===== src/rtl/uarx_pkg.sv =====
package uarx_pkg;

    localparam int DATA_W = 8;

    typedef enum logic [1:0] {
        F_IDLE,
        F_START,
        F_DATA,
        F_STOP
    } frame_st_e;

    typedef struct packed {
        logic              data_evt;   // last data bit decided
        logic              stop_evt;   // stop bit decided
        logic              stop_val;   // sampled stop level
        logic [DATA_W:0]   bits;       // data bits, ninth bit on top
    } frame_ev_t;

    function automatic logic maj3(input logic a, input logic b, input logic c);
        return (a & b) | (a & c) | (b & c);
    endfunction

    function automatic logic own_hit(input logic [DATA_W-1:0] rx,
                                     input logic [DATA_W-1:0] addr,
                                     input logic [DATA_W-1:0] mask);
        return ((rx ^ addr) & mask) == '0;
    endfunction

    function automatic logic bcast_hit(input logic [DATA_W-1:0] rx,
                                       input logic [DATA_W-1:0] addr,
                                       input logic [DATA_W-1:0] mask);
        logic [DATA_W-1:0] pat;
        pat = addr | mask;
        return (rx & pat) == pat;
    endfunction

endpackage


===== src/rtl/uarx_sync.sv =====
module uarx_sync #(
    parameter int STAGES = 2
) (
    input  logic clk,
    input  logic rst,
    input  logic din,
    output logic dout
);
    logic [STAGES-1:0] sh;

    always_ff @(posedge clk) begin
        if (rst) sh <= '1;
        else     sh <= {sh[STAGES-2:0], din};
    end

    assign dout = sh[STAGES-1];
endmodule


===== src/rtl/uarx_addr_match.sv =====
module uarx_addr_match
    import uarx_pkg::*;
(
    input  logic [DATA_W-1:0] rx_byte,
    input  logic [DATA_W-1:0] own_addr,
    input  logic [DATA_W-1:0] addr_mask,
    output logic              hit
);
    logic own_h, bc_h;

    always_comb begin
        own_h = own_hit(rx_byte, own_addr, addr_mask);
        bc_h  = bcast_hit(rx_byte, own_addr, addr_mask);
        hit   = own_h | bc_h;
    end
endmodule


===== src/rtl/uarx_frame.sv =====
module uarx_frame
    import uarx_pkg::*;
#(
    parameter int OVS = 16
) (
    input  logic      clk,
    input  logic      rst,
    input  logic      tick,
    input  logic      rx_s,
    input  logic      rx_en,
    input  logic      nine,
    output frame_ev_t ev
);
    localparam int CW = $clog2(OVS);
    localparam int IW = $clog2(DATA_W + 1);
    localparam logic [CW-1:0] SA   = CW'(OVS/2 - 1);
    localparam logic [CW-1:0] SB   = CW'(OVS/2);
    localparam logic [CW-1:0] SC   = CW'(OVS/2 + 1);
    localparam logic [CW-1:0] LAST = CW'(OVS - 1);

    frame_st_e       state;
    logic [CW-1:0]   cnt;
    logic [CW-1:0]   cnt_nx;
    logic [1:0]      smp;
    logic [IW-1:0]   idx;
    logic [IW-1:0]   idx_last;
    logic            nine_q;
    logic [DATA_W:0] bits;
    logic            dq, sq, svq;
    logic            vote;

    always_comb begin
        cnt_nx   = cnt + 1'b1;
        vote     = maj3(smp[1], smp[0], rx_s);
        idx_last = nine_q ? IW'(DATA_W) : IW'(DATA_W - 1);
    end

    always_ff @(posedge clk) begin
        if (rst) begin
            state  <= F_IDLE;
            cnt    <= '0;
            smp    <= '0;
            idx    <= '0;
            nine_q <= 1'b0;
            bits   <= '0;
            dq     <= 1'b0;
            sq     <= 1'b0;
            svq    <= 1'b0;
        end else begin
            dq <= 1'b0;
            sq <= 1'b0;
            if (tick) begin
                if (state == F_IDLE) begin
                    if (rx_en && !rx_s) begin
                        state  <= F_START;
                        cnt    <= '0;
                        nine_q <= nine;
                    end
                end else begin
                    cnt <= cnt_nx;
                    if (cnt_nx == SA || cnt_nx == SB)
                        smp <= {smp[0], rx_s};
                    if (cnt_nx == SC) begin
                        case (state)
                            F_START: begin
                                if (vote) state <= F_IDLE;   // false start
                                idx  <= '0;
                                bits <= '0;
                            end
                            F_DATA: begin
                                bits[idx] <= vote;
                                if (idx == idx_last) dq <= 1'b1;
                            end
                            default: begin
                                sq    <= 1'b1;
                                svq   <= vote;
                                state <= F_IDLE;
                            end
                        endcase
                    end
                    if (cnt == LAST) begin
                        if (state == F_START) state <= F_DATA;
                        else if (state == F_DATA) begin
                            if (idx == idx_last) state <= F_STOP;
                            else idx <= idx + 1'b1;
                        end
                    end
                end
            end
        end
    end

    assign ev = '{data_evt: dq, stop_evt: sq, stop_val: svq, bits: bits};


    idle_hold_chk: assert property (@(posedge clk) disable iff (rst)
        (state == F_IDLE && !rx_en) |=> (state == F_IDLE));


    stop_from_stop_chk: assert property (@(posedge clk) disable iff (rst)
        sq |-> $past(state == F_STOP));
endmodule


===== src/rtl/uart_addr_rx.sv =====
module uart_addr_rx
    import uarx_pkg::*;
#(
    parameter int OVS         = 16,
    parameter int SYNC_STAGES = 2
) (
    input  logic              clk,
    input  logic              rst,
    input  logic              tick16,
    input  logic              rxd,
    input  logic              nine_bit,
    input  logic              mp_en,
    input  logic              fe_en,
    input  logic              rx_en,
    input  logic [DATA_W-1:0] own_addr,
    input  logic [DATA_W-1:0] addr_mask,
    input  logic              mode_hi,
    input  logic              top_wr,
    input  logic              top_wdata,
    input  logic              ri_clr,
    output logic [DATA_W-1:0] rx_data,
    output logic              rx_bit9,
    output logic              rx_done,
    output logic              fe_flag,
    output logic              top_bit_rd
);
    logic      rx_s;
    frame_ev_t ev;
    logic      hit;
    logic      mp_ok9, mp_ok8, take, fe_set;
    logic      ri_q, fe_q;

    uarx_sync #(.STAGES(SYNC_STAGES)) u_sync (
        .clk(clk), .rst(rst), .din(rxd), .dout(rx_s)
    );

    uarx_frame #(.OVS(OVS)) u_frame (
        .clk(clk), .rst(rst), .tick(tick16), .rx_s(rx_s),
        .rx_en(rx_en), .nine(nine_bit), .ev(ev)
    );

    uarx_addr_match u_match (
        .rx_byte(ev.bits[DATA_W-1:0]), .own_addr(own_addr),
        .addr_mask(addr_mask), .hit(hit)
    );

    always_comb begin
        mp_ok9 = !mp_en || (ev.bits[DATA_W] && hit);
        mp_ok8 = !mp_en || (ev.stop_val && hit);
        take   = rx_en && !ri_q &&
                 ((ev.data_evt && nine_bit && !fe_en && mp_ok9) ||
                  (ev.stop_evt && (nine_bit ? (fe_en && mp_ok9) : mp_ok8)));
        fe_set = ev.stop_evt && fe_en && !ev.stop_val;
    end

    always_ff @(posedge clk) begin
        if (rst) begin
            rx_data <= '0;
            rx_bit9 <= 1'b0;
            ri_q    <= 1'b0;
            fe_q    <= 1'b0;
        end else begin
            if (take) begin
                rx_data <= ev.bits[DATA_W-1:0];
                rx_bit9 <= nine_bit ? ev.bits[DATA_W] : ev.stop_val;
                ri_q    <= 1'b1;
            end else if (ri_clr) begin
                ri_q <= 1'b0;
            end
            if (fe_set)                fe_q <= 1'b1;
            else if (top_wr && fe_en)  fe_q <= top_wdata;
        end
    end

    assign rx_done    = ri_q;
    assign fe_flag    = fe_q;
    assign top_bit_rd = fe_en ? fe_q : mode_hi;


    no_overwrite_chk: assert property (@(posedge clk) disable iff (rst)
        (ri_q && !ri_clr) |=> $stable(rx_data));


    fe_sticky_chk: assert property (@(posedge clk) disable iff (rst)
        (fe_q && !(top_wr && fe_en)) |=> fe_q);


    fe_cause_chk: assert property (@(posedge clk) disable iff (rst)
        $rose(fe_q) |-> ($past(ev.stop_evt && !ev.stop_val) || $past(top_wr && top_wdata)));


    mp_filter_chk: assert property (@(posedge clk) disable iff (rst)
        ($rose(ri_q) && $past(mp_en && nine_bit)) |-> $past(hit && ev.bits[DATA_W]));


    late_flag_chk: assert property (@(posedge clk) disable iff (rst)
        ($rose(ri_q) && $past(fe_en)) |-> $past(ev.stop_evt));
endmodule


===== config.mk =====
export PLATFORM = sky130hd
export DESIGN_NAME = uart_addr_rx
export DESIGN_NICKNAME = d
export VERILOG_FILES = /design/src/rtl/uarx_pkg.sv /design/src/rtl/uarx_sync.sv /design/src/rtl/uarx_addr_match.sv /design/src/rtl/uarx_frame.sv /design/src/rtl/uart_addr_rx.sv
export SDC_FILE = /design/constraint.sdc
export NUM_CORES = 1
export LEC_CHECK = 0
export ABC_AREA = 1
export CAP_MARGIN = 20
export CORE_MARGIN = 1
export CORE_UTILIZATION = 57
export DETAILED_ROUTE_END_ITERATION = 16
export GPL_TIMING_DRIVEN = 1
export PLACE_DENSITY = 0.92
export SLEW_MARGIN = 20
export SYNTH_ARGS = -nofsm -noshare
export SYNTH_HDL_FRONTEND = slang
export SYNTH_SLANG_ARGS = --single-unit

===== constraint.sdc =====
create_clock -name clk -period 2.8 [get_ports clk]
set_input_delay 0.84 -clock clk [delete_from_list [all_inputs] [get_ports clk]]
set_output_delay 0.84 -clock clk [all_outputs]
set_load 0.02 [all_outputs]

==> out/qor.csv <==
stage;metric;value;unit
run_status;outcome;completed;
synth;synth_edf_count;0;
floorplanning;start_util;61.4;%
timing;relSlewSlack;39.8;%
floorplanning;pin_count;40;
placed_design;port_buffers;39;
timing;final_max_slew_viol_count;0;
route;num_vias;2371;
pwr;comb_power_share;11.4;%
clock_tree;cts_buffers;5;
route;post_drt_wl_per_cell;13.4;um
pwr;ir_drop;0.240;mV
synth;synth_top_family_by_area;simple AND/OR/NAND/NOR gates;
synth;syn-num-nets;381;
pwr;total_power;1.28;mW
timing;finalHoldViolCount;0;
route;drt-total-wl;5810;um
floorplanning;die_w;65.7;um
layout;regArea;761;um2
route;drtAntennaViolNets;0;
worst_setup_path;cp_max_fo;2;
pwr;p_sw_share;21.8;%
placed_design;gp_congestion;0.850;
floorplanning;die_area;0.00432;mm2
synth;post_synth_inst_count;341;
global_route;gr-usage-met1;34.8;%
synth;yosysTopAreaCellShare;32.9;%
layout;fillers;285;
pwr;p_per_area;441;mW/mm2
clock_tree;cts_setup_buffers;0;
layout;layout.nets;424;
worst_hold_path;hold_start;u_sync.sh[0];
clock_tree;cts_buffer_depth;2;
pwr;p_leak;1.24;nW
clock_tree;clock-sinks;38;
global_route;gr-max-usage-layer;met2;
floorplanning;coreArea;0.00377;mm2
global_route;groute.usage.overall;29.7;%
synth;async_flop_share;0;%
route;drc;0;
clock_tree;clk_pin_slew;0.07;ns
timing;worst_clock_skew;0.00211;ns
route;drt_first_pass_iters;5;
route;first_iter_violations;247;
timing;fin_crit_sh;98.9;%
global_route;grt_start_max_net_pins;30;
placed_design;dp_hpwl;4050;um
synth;ys_seq_elements;38;
clock_tree;cts_tree;built;
worst_setup_path;end_kind;output port;
synth;synth_warnings;0;
synth;synthXorXnorAreaFrac;0.703;%
synth;ys_top_cells_by_area;dfxtp_1 (33%), nand2_1 (12%), nand3_1 (8.6%), inv_1 (7.9%), ha_1 (6.5%);
clock_tree;htreeDepth;2;
clock_tree;hold_buffers;0;
route;avgViaCountPerCell;5.48;
pwr;internal_power;0.998;mW
timing;finalCriticalPeriod;2.77;ns
synth;synth_cell_types;32;
synth;synth-compound-area-share;15.9;%
global_route;met3_usage;7.47;%
global_route;grt_first_pass_wirelength;9760;um
worst_setup_path;crit_arrival;1.93;ns
run;drv_cap;0;
layout;drive_above_1_share;8.83;%
pwr;seqPwrFrac;43.4;%
global_route;grt_pass1_vias;2303;
timing;tightest_slew;0.902;ns
worst_setup_path;worst_ep_required_time;1.96;ns
synth;synth_common_cells;nand2_1 (77), inv_1 (49), nand3_1 (40);
synth;avgSynthCellArea;6.79;um2
synth;yosys.cell_count.top_type;nand2_1;
synth;synth_top_area_cell;dfxtp_1;
worst_hold_path;hold_path.class;reg2reg;
worst_setup_path;worstReg2RegStart;u_frame.cnt[1];
global_route;overflow;0;
pwr;p_sw;0.278;mW
worst_setup_path;worstSetupStartpointType;primary input;
clock_tree;root_buffer;clkbuf_8;
timing;finalSetupViolations;0;
pwr;clock_power_share;45.3;%
worst_setup_path;crit_type;in2out;
layout;syn_to_final_growth;25.0;%
timing;worst_hold_slack;0.426;ns
synth;synth_ff_type;dfxtp_1;
floorplanning;rows;22;
global_route;met2_usage;50.8;%
synth;yosys.area_share.simple;33.4;%
global_route;antenna_found_initial;0;
synth;synthMuxAreaShare;0.486;%
layout;fin_util;76.7;%
clock_tree;clock_latency;0.29;ns
worst_setup_path;cp-startpoint;fe_en;
layout;multi_input_comb_area;0.00132;mm2
layout;diodes;0;
timing;grt_setup_unrepaired;false;
synth;yosysSeqAreaShare;32.9;%
synth;synth_fa_ha_area_share;6.49;%
synth;syn_area;0.00231;mm2
floorplanning;die_y;65.7;um
timing;max_freq;361;MHz
-- cells in the final DEF (no fill, tap or decap), types with 2 or more instances in the layout --
| master | synthesis | layout |
|---|---|---|
| clkbuf_8 | 0 | 6 |
| ha_1 | 12 | 12 |
| clkdlybuf4s50_1 | 0 | 38 |
| o21ai_0 | 24 | 24 |
| nand3_1 | 40 | 40 |
| a21oi_1 | 25 | 25 |
| or2_2 | 3 | 3 |
| bufinv_16 | 0 | 2 |
| dfxtp_1 | 38 | 38 |
| nor2_1 | 35 | 35 |
| inv_1 | 49 | 49 |
| a21oi_2 | 9 | 9 |
| buf_4 | 1 | 5 |
| nor3_1 | 5 | 5 |
| nand2_1 | 77 | 77 |
-- layer usage --
metal	up-vias	wire length (um)
li1	1186	-
met1	1082	2480
met2	91	2840
met3	12	382
met4	0	112
met5	-	0
-- stage by stage --
step / cell area [um2] / setup slack (ns) / cells / setup TNS, ns
5_1_grt: 2890 / 0.00269 / 433 / 0
3_5_place_dp: 2750 / -0.220 / 425 / -0.220
6_report: 2890 / 0.0298 / 433 / 0
2_1_floorplan: 2310 / 0.755 / 341 / 0
3_3_place_gp: 2750 / -0.218 / 425 / -0.218
4_1_cts: 2890 / 0.0277 / 433 / 0
-- area by class of cell --
class | instances | share of cell area (%)
multi-input cells | 246 | 45.5
flip-flops and latches | 38 | 26.3
repair buffers | 44 | 14.8
inverters | 49 | 6.36
clock buffers | 6 | 2.85
clock inverters | 2 | 2.08
well taps | 48 | 2.08
-- cells by family (layout without fill, tap and decap cells) --
logic type,after synthesis,count (layout)
mux,1,1
buf+inv,57,101
flops,38,38
xor+xnor,1,1
fa+ha+maj,12,12
simple gates,168,168
compound gates,64,64
-- sequential cells by signal, indices dropped and copies added, names as in the netlist, 2 cells and up --
name           count
u_sync.sh          2
rx_data            8
u_frame.bits       9
u_frame.state      2
u_frame.cnt        4
u_frame.idx        4
u_frame.smp        2
-- power by group through the flow --
stage	clock [mW]	combinational [mW]	sequential [mW]
6_report	0.578	0.145	0.554
5_1_grt	0.603	0.158	0.554
4_1_cts	0.579	0.143	0.554
3_5_place_dp	0	0.141	0.566
3_3_place_gp	0	0.137	0.566
2_1_floorplan	0	0.0638	0.571
-- timing repair --
| action | 4_1_cts | 5_1_grt |
|---|---|---|
| resized for setup | 2 | 0 |
| endpoints found under the hold margin | 0 | 0 |
| setup endpoints to repair | 1 | 0 |
-- worst max-delay path, cell delays in order --
cell	delay, ns
clkdlybuf4s50_1	0.48
mux2_2	0.33
clkdlybuf4s15_1	0.28
-- worst paths after layout --
| kind | slack (ns) | endpoint | depth (start not counted) |
|---|---|---|---|
| worst max-delay path | 0.03 | top_bit_rd | 3 |
| worst min-delay path | 0.43 | u_sync.sh[1] | 1 |
| worst max register to register | 0.80 | u_frame.bits[3] | 10 |
| worst min register to register | 0.43 | u_sync.sh[1] | 1 |
No activity file was read; power rests on OpenSTA's default activity.
